`src/rtl/cmt_pkg.sv`:
```
package cmt_pkg;

    typedef enum logic [1:0] {
        ACT_TOGGLE = 2'b00,
        ACT_HIGH   = 2'b01,
        ACT_LOW    = 2'b10,
        ACT_NONE   = 2'b11
    } pin_act_e;

    typedef struct packed {
        logic pin;
    } pin_state_t;

    typedef struct packed {
        logic flag;
    } flag_state_t;

endpackage

```
`src/rtl/cmt_cmp_reg.sv`:
```
module cmt_cmp_reg #(
    parameter int          W         = 16,
    parameter logic [W-1:0] RESET_VAL = '1
) (
    input  logic         clk,
    input  logic         rst_n,
    input  logic         wr_en,
    input  logic [W-1:0] wr_val,
    output logic [W-1:0] cmp_q
);

    typedef struct packed {
        logic [W-1:0] value;
    } cmp_state_t;

    cmp_state_t st_d, st_q;

    always_comb begin
        st_d = st_q;
        if (wr_en) begin
            st_d.value = wr_val;
        end
    end

    always_ff @(posedge clk) begin
        if (!rst_n) begin
            st_q.value <= RESET_VAL;
        end else begin
            st_q <= st_d;
        end
    end

    assign cmp_q = st_q.value;

endmodule

```
`src/rtl/cmt_counter.sv`:
```
module cmt_counter #(
    parameter int W = 16
) (
    input  logic         clk,
    input  logic         rst_n,
    input  logic         tick,
    input  logic         load_en,
    input  logic [W-1:0] load_val,
    input  logic         restart_en,
    input  logic [W-1:0] cmp_val,
    output logic [W-1:0] cnt_q,
    output logic         hit
);

    localparam logic [W-1:0] ONE = W'(1);

    typedef struct packed {
        logic [W-1:0] cnt;
    } cnt_state_t;

    cnt_state_t st_d, st_q;
    logic       hit_d;

    always_comb begin
        st_d  = st_q;
        hit_d = 1'b0;
        if (load_en) begin
            st_d.cnt = load_val;
        end else if (tick) begin
            if (restart_en && (st_q.cnt == cmp_val)) begin
                st_d.cnt = '0;
            end else begin
                st_d.cnt = st_q.cnt + ONE;
            end
            hit_d = (st_d.cnt == cmp_val);
        end
    end

    always_ff @(posedge clk) begin
        if (!rst_n) begin
            st_q.cnt <= '0;
        end else begin
            st_q <= st_d;
        end
    end

    assign cnt_q = st_q.cnt;
    assign hit   = hit_d;

endmodule

```
`src/rtl/cmt_pin_unit.sv`:
```
module cmt_pin_unit
    import cmt_pkg::*;
(
    input  logic       clk,
    input  logic       rst_n,
    input  logic       hit,
    input  logic [1:0] mode,
    output logic       pin
);

    pin_state_t st_d, st_q;
    pin_act_e   act;

    assign act = pin_act_e'(mode);

    always_comb begin
        st_d = st_q;
        if (hit) begin
            unique case (act)
                ACT_TOGGLE: st_d.pin = ~st_q.pin;
                ACT_HIGH:   st_d.pin = 1'b1;
                ACT_LOW:    st_d.pin = 1'b0;
                ACT_NONE:   st_d.pin = st_q.pin;
                default:    st_d.pin = st_q.pin;
            endcase
        end
    end

    always_ff @(posedge clk) begin
        if (!rst_n) begin
            st_q.pin <= 1'b0;
        end else begin
            st_q <= st_d;
        end
    end

    assign pin = st_q.pin;

endmodule

```
`src/rtl/cmt_flag_unit.sv`:
```
module cmt_flag_unit
    import cmt_pkg::*;
(
    input  logic clk,
    input  logic rst_n,
    input  logic hit,
    input  logic clr,
    output logic flag
);

    flag_state_t st_d, st_q;

    always_comb begin
        st_d = st_q;
        if (hit) begin
            st_d.flag = 1'b1;
        end else if (clr) begin
            st_d.flag = 1'b0;
        end
    end

    always_ff @(posedge clk) begin
        if (!rst_n) begin
            st_q.flag <= 1'b0;
        end else begin
            st_q <= st_d;
        end
    end

    assign flag = st_q.flag;

endmodule

```
`src/rtl/cmp_match_timer.sv`:
```
module cmp_match_timer #(
    parameter int W = 16
) (
    input  logic         clk,
    input  logic         rst_n,
    input  logic         tick,
    input  logic         cmp_we,
    input  logic [W-1:0] cmp_wdata,
    input  logic         load_we,
    input  logic [W-1:0] load_wdata,
    input  logic [1:0]   mode,
    input  logic         restart_en,
    input  logic         irq_clr,
    output logic         pin_out,
    output logic         irq_flag,
    output logic [W-1:0] count_out
);

    localparam logic [W-1:0] CMP_RESET = '1;

    logic [W-1:0] cmp_val;
    logic         hit;

    cmt_cmp_reg #(.W(W), .RESET_VAL(CMP_RESET)) u_cmp (
        .clk    (clk),
        .rst_n  (rst_n),
        .wr_en  (cmp_we),
        .wr_val (cmp_wdata),
        .cmp_q  (cmp_val)
    );

    cmt_counter #(.W(W)) u_cnt (
        .clk        (clk),
        .rst_n      (rst_n),
        .tick       (tick),
        .load_en    (load_we),
        .load_val   (load_wdata),
        .restart_en (restart_en),
        .cmp_val    (cmp_val),
        .cnt_q      (count_out),
        .hit        (hit)
    );

    cmt_pin_unit u_pin (
        .clk   (clk),
        .rst_n (rst_n),
        .hit   (hit),
        .mode  (mode),
        .pin   (pin_out)
    );

    cmt_flag_unit u_flag (
        .clk   (clk),
        .rst_n (rst_n),
        .hit   (hit),
        .clr   (irq_clr),
        .flag  (irq_flag)
    );

endmodule

```
`config.mk`:
```
export PLATFORM = sky130hd
export DESIGN_NAME = cmp_match_timer
export DESIGN_NICKNAME = d
export VERILOG_FILES = /design/src/rtl/cmt_pkg.sv /design/src/rtl/cmt_cmp_reg.sv /design/src/rtl/cmt_counter.sv /design/src/rtl/cmt_pin_unit.sv /design/src/rtl/cmt_flag_unit.sv /design/src/rtl/cmp_match_timer.sv
export SDC_FILE = /design/constraint.sdc
export NUM_CORES = 1
export LEC_CHECK = 0
export BUFFER_PORTS_ARGS = -buffer_cell sky130_fd_sc_hd__buf_2
export CAP_MARGIN = 20
export CORE_ASPECT_RATIO = 0.9
export CORE_MARGIN = 10
export CORE_UTILIZATION = 49
export CTS_CLUSTER_DIAMETER = 50
export CTS_CLUSTER_SIZE = 10
export DETAILED_ROUTE_END_ITERATION = 8
export PLACE_DENSITY_LB_ADDON = 0.08
export SLEW_MARGIN = 20
export SYNTH_ARGS = -nofsm -noshare
export SYNTH_HDL_FRONTEND = slang
export SYNTH_SLANG_ARGS = --single-unit
```
`constraint.sdc`:
```
create_clock -name clk -period 2.7 [get_ports clk]
set_input_delay 0.54 -clock clk [delete_from_list [all_inputs] [get_ports clk]]
set_output_delay 0.54 -clock clk [all_outputs]
set_load 0.005 [all_outputs]
```
# --- Word level (Yosys, flattened, before mapping) ---
# Index checks and enable logic that the tools add are counted.
# Widths: inputs -> output; s select.
totals:
  word_cells: 27
  ff_bits: 34
  input_bits: 41
op_classes:
  n_eq_ne: 5
  reduce_logical: 5
  bitwise: 2
  addsub: 1
  mux: 10
ops:
  columns: ["operator", "count"]
  rows:
  - ["$mux 16", 5]
  - ["$eq 16x16->1", 2]
  - ["$add 16x1->16 const B", 1]
  - ["$eq 2x2->1 const B", 2]
  - ["$mux 1", 4]
  - ["$reduce_bool 2->1", 2]
  - ["$pmux 1 s3", 1]
  - ["$eq 2x1->1 const B", 1]
  - ["$logic_not 2->1", 1]
  - ["$not 1->1", 2]
  - ["$reduce_and 2->1", 1]
  - ["$logic_and 1x1->1", 1]

# --- Depth between registers and ports, before layout ---
logic_depth:
  ltp_word: 9
  ltp_mapped: 10
  depth_no_buf: 9

# --- By module ---
# A second synthesis with hierarchy kept.
hier_totals:
  hier_cells: 279
  area_unflattened_um2: 2304.7
by_module_without_submodules:
  columns: ["module", "cells_per_inst", "n_inst", "seq_area_each_um2", "area_per_inst_um2"]
  rows:
  - ["cmt_counter", 214, 1, 320.3, 1584.0]
  - ["cmt_cmp_reg", 52, 1, 320.3, 580.6]
  - ["cmt_pin_unit", 10, 1, 20.0, 98.8]
  - ["cmt_flag_unit", 3, 1, 20.0, 41.3]

# --- Least setup slack after synthesis ---
# Ideal clock, no wire load.
synth_timing:
  kind: "reg-to-reg"
  startpoint: "register u_cnt.st_q (netlist bit u_cnt.cnt_q[1])"
  endpoint: "register u_pin.pin (netlist name)"
  stages_incl_launch_ff: 10
  arrival_ns: 2.888
  n_path_buf: 0
  period_less_slack_ns: 2.959
  path_slack_ns: -0.259
  setup_time_ns: 0.071
  cell_sequence: "dfxtp_1 -> ha_1 -> nand4_4 -> nor4_1 -> xnor2_1 -> o22ai_1 -> or4_1 -> a21o_1 -> or4_1 -> a21oi_1"
synth_via:
  elab_chain_len: 9
synth_rtl:
  columns: ["item", "line_no", "source"]
  rows:
  - ["from (decl)", "cmt_counter.sv:21", "cnt_state_t st_d, st_q;"]
  - ["from (signal assigned)", "cmt_counter.sv:43", "st_q <= st_d;"]
  - ["branches (longest 2 deep; another with $add 16x1->16)", null, null]
  - ["$mux 16 (*)", "cmt_counter.sv:30", "if (restart_en && (st_q.cnt == cmp_val)) begin"]
  - ["$mux 16 (*)", "cmt_counter.sv:29", "end else if (tick) begin"]
  - ["$mux 16 (*)", "cmt_counter.sv:27", "if (load_en) begin"]
  - ["$eq 16x16->1 (*)", "cmt_counter.sv:35", "hit_d = (st_d.cnt == cmp_val);"]
  - ["$mux 1 (*)", "cmt_counter.sv:29", null]
  - ["$mux 1 (*)", "cmt_counter.sv:27", null]
  - ["$reduce_and 2->1 (no line) (*)", null, null]
# Every way passes the cells marked *. The select of a mux whose other input is x is not followed.
# A chain may end at the register's enable or synchronous reset.

# --- Worst setup path in the final report ---
layout_timing:
  startpoint: "register u_cnt.st_q (netlist bit u_cnt.cnt_q[10])"
  endpoint: "register u_pin.pin (netlist name)"
layout_via:
  elab_chain_len: 9
layout_rtl:
  columns: ["item", "line_no"]
  rows:
  - ["branches (longest 2 deep; another with $add 16x1->16)", null]
  - ["$mux 16 (*)", "cmt_counter.sv:30"]
  - ["$mux 16 (*)", "cmt_counter.sv:29"]
  - ["$mux 16 (*)", "cmt_counter.sv:27"]
  - ["$eq 16x16->1 (*)", "cmt_counter.sv:35"]
  - ["$mux 1 (*)", "cmt_counter.sv:29"]
  - ["$mux 1 (*)", "cmt_counter.sv:27"]
  - ["$reduce_and 2->1 (no line) (*)", null]
# Marks and branches as above.

==> key figures <==
Logic synthesis
  – Yosys cell types: 57
  – Syn_nets: 348
  – Synth Register Bits: 34
  – Mux contribution to synthesized area: 7.04%
  – Largest family of logic cells by synthesized area: simple AND/OR/NAND/NOR gates
  – Ys flop type: dfxtp_1
  – Synth Instances: 304
  – XOR/XNOR Fraction of Synth Area: 9.29%
  – Sequential area share after synthesis: 27.8%
  – Fraction of registers with async set/reset: 0%
  – Synth Area in Compound Gates: 19.8%
  – Number of enable flip-flop cells after synthesis: 0
  – Syn_area_per_cell: 8.07 µm²
  – Post-Syn Area: 2450 µm²
  – Synth Area in Adders: 1.53%
  – Simple-Gate Fraction of Synth Area: 26.7%
  – Synth warn: 0

Hold path
  – Hold path cells: 3
  – Worst Hold Class: in -> reg

Global routing
  – Largest net degree at the start of global routing: 23
  – Total Routing Usage GR: 21.2%
  – Initial antenna violation count: 0
  – Grt total ovfl: 0
  – Vias in the first global route: 2782
  – First-pass GRT wire length: 13.9 mm

Detailed routing
  – Via count: 2720
  – Post-route ant nets: 0
  – # DRC: 0
  – Final WL: 8.85 mm
  – WL/cell: 18.5 µm
  – Pre-antenna DRT Iters: 5
  – Mean number of vias per cell: 5.69
  – Detailed Route Iter0 Violations: 301

Timing
  – Fin crit share: 101%
  – Hold Worst Slack: 0.462 ns
  – Final Skew: 0.00711 ns
  – Final min period: 2.72 ns
  – Slew Viols, Final: 0
  – Final hold viol count: 0
  – Setup TNS Final: -0.0190 ns
  – Max_slew headroom: 50.6%
  – Peak Freq: 0.368 GHz
  – Worst Tran Pin Value: 0.739 ns
  – RSZ-0062 raised after global routing: yes
  – Worst setup margin: -0.0190 ns
  – Setup Viol. Count Final: 1

Place
  – Dpl cells: 465
  – IO buf count: 58
  – Detailed placement HPWL: 6.78 mm
  – Routability cong.: 1.02
  – Post-place instance area: 3170 µm²

Cells and area
  – Diodes inserted: 0
  – FILL cells: 404
  – Final Cell Area: 3450 µm²
  – Non-Filler Instances: 478
  – Proportion of layout cells with a drive suffix above 1: 41.9%
  – Nets: 456
  – Most frequent cells in the layout: buf_4, buf_2, nand2_1
  – Commonest non-fill, non-tap cell in the layout: buf_4
  – P&R area growth vs syn: 40.5%

Power and ir drop
  – Pleak: 0.00154 µW
  – Power Dens Cells: 389 nW/µm²
  – Pint: 915 µW
  – Flop pwr share: 43.2%
  – Comb power frac: 26.5%
  – Net Switching: 427 µW
  – Switching share of power: 31.8%
  – Peak VDD IR: 0.000251 V
  – Clock power frac: 30.3%

Worst setup path
  – CP arrival: 2.94 ns
  – CP Class: reg -> reg
  – Max incr delay on CP: 0.57 ns
  – Slowest cell on the critical path: or4_4
  – Crit. End Element: flop
  – Worst reg2reg path depth: 8
  – Crit-path max FO: 7
  – R2R Setup Slk: -0.02 ns
  – Crit-path cells: xor2_1 -> nor4_2 -> nand3_2 -> or4_4 -> a221oi_2 -> nand2_1 -> or4_1 -> a21oi_1
  – Req. time, crit path: 2.92 ns
  – Startpoint types: flop

Floorplan
  – I/O Pins: 59
  – Core Rows: 24
  – Core area: 4830 µm²
  – Die width: 94.6 µm
  – Die area: 8240 µm²
  – Initial Util: 50.7%
  – Vert. Die Dim: 87.1 µm

Run status
  – Run status: finished, violations left
  – Violated checks: negative setup slack

CTS
  – Clock transition at path regs: 0.08 ns
  – CTS tree: built
  – Root Buffer: clkbuf_8
  – Clock Sinks: 34
  – Skew-Pair Late Insertion Delay: 0.29 ns
  – CTS buffer count: 5
  – Hold-fix buffers at CTS: 0
  – Worst-case clock buffer depth: 2
  – H-Tree Level Count: 2

Flow run
  – Max Cap Viol: 0
-- per-layer routing --
layer  wire [µm]  share of wire (%)  vias to the layer above  GRT usage, %
li1            -                  -                     1330             -
met2        4010                 45                      118          32.2
met5           0                  0                        -             0
met4         135                1.5                        0          5.84
met3         833                9.4                       13          5.69
met1        3880                 44                     1259          28.5
-- final timing paths --
check,startpoint,to
max,u_cnt.cnt_q[10]$_SDFFE_PN0P_,u_pin.pin$_SDFFE_PN0P_
min,cmp_wdata[1],u_cmp.cmp_q[1]$_SDFFE_PN1P_
max reg2reg,u_cnt.cnt_q[10]$_SDFFE_PN0P_,u_pin.pin$_SDFFE_PN0P_
min reg2reg,u_flag.flag$_SDFFE_PN0P_,u_flag.flag$_SDFFE_PN0P_
-- power by group through the flow --
stage               Sequential, µW  Clock [µW]  Combinational [µW]
global placement               588           0                 327
global route                   584         435                 382
CTS                            579         416                 337
finish                         580         406                 355
detailed placement             589           0                 330
floorplan                      578           0                 187
-- cell usage after synthesis, types with 2 or more instances --
master | instances | share of area [%]
nand2_1 | 35 | 5.4
dfxtp_1 | 34 | 28
nor2_1 | 21 | 3.2
o21ai_0 | 21 | 4.3
xor2_1 | 16 | 5.7
mux2i_1 | 15 | 6.1
nor3_1 | 14 | 2.9
inv_1 | 12 | 1.8
nor4_1 | 10 | 2.6
xnor2_1 | 10 | 3.6
a21oi_1 | 9 | 1.8
clkbuf_1 | 9 | 1.4
a221oi_1 | 7 | 2.5
nand3_1 | 7 | 1.4
buf_6 | 6 | 2.8
nand4_1 | 6 | 1.5
a211oi_1 | 5 | 1.5
nor2b_1 | 5 | 1.3
and3_1 | 4 | 1.0
o211ai_1 | 4 | 1.2
a31oi_1 | 3 | 0.77
buf_2 | 3 | 0.61
buf_4 | 3 | 0.92
ha_1 | 3 | 1.5
or4_1 | 3 | 0.92
a221o_1 | 2 | 0.82
a221oi_2 | 2 | 1.2
mux2_2 | 2 | 0.92
nand2b_1 | 2 | 0.51
nand3_4 | 2 | 1.4
nand3b_1 | 2 | 0.61
o22ai_1 | 2 | 0.51
-- state kept, by name (all words and copies together), names as in the netlist --
name         flops
u_pin.pin        1
u_flag.flag      1
u_cnt.cnt_q     16
u_cmp.cmp_q     16
-- cell type report --
cell class	count	area, µm²	share of cell area (%)
Clock buffer	6	82.6	2.40
Inverter	12	45.0	1.31
Sequential cell	34	703	20.4
Multi-Input combinational cell	235	1720	49.9
Timing Repair Buffer	124	802	23.3
Tap cell	65	81.3	2.36
Clock inverter	2	12.5	0.363
-- what timing repair did --
item | CTS | global route
pin swaps | 7 | 8
endpoints found under the setup margin | 1 | 7
setup buffers | 5 | 1
resized for setup | 11 | 24
-- through the flow --
stage,power [µW],util [%],setup slack [ns]
finish,1340,71.3,-0.0190
global route,1400,71.3,-0.131
CTS,1330,69.0,0.000844
detailed placement,919,65.5,-0.0816
global placement,916,65.5,-0.104
floorplan,765,-,0.0134
-- worst max-delay path, delay by kind of cell (launching register included) --
kind	cells	cell delay, ns
AOI/OAI and AO/OA	2	0.36
and+or+nand+nor	5	1.69
xor gates and xnor gates	1	0.22
DFF	1	0.37
-- kinds of logic after synthesis --
family / after synthesis
buffers and inverters: 35
muxes: 17
adders and majority gates: 3
DFF: 34
AOI/OAI and AO/OA: 69
xor gates and xnor gates: 26
and+or+nand+nor: 120
No activity file was read; power rests on OpenSTA's default activity.
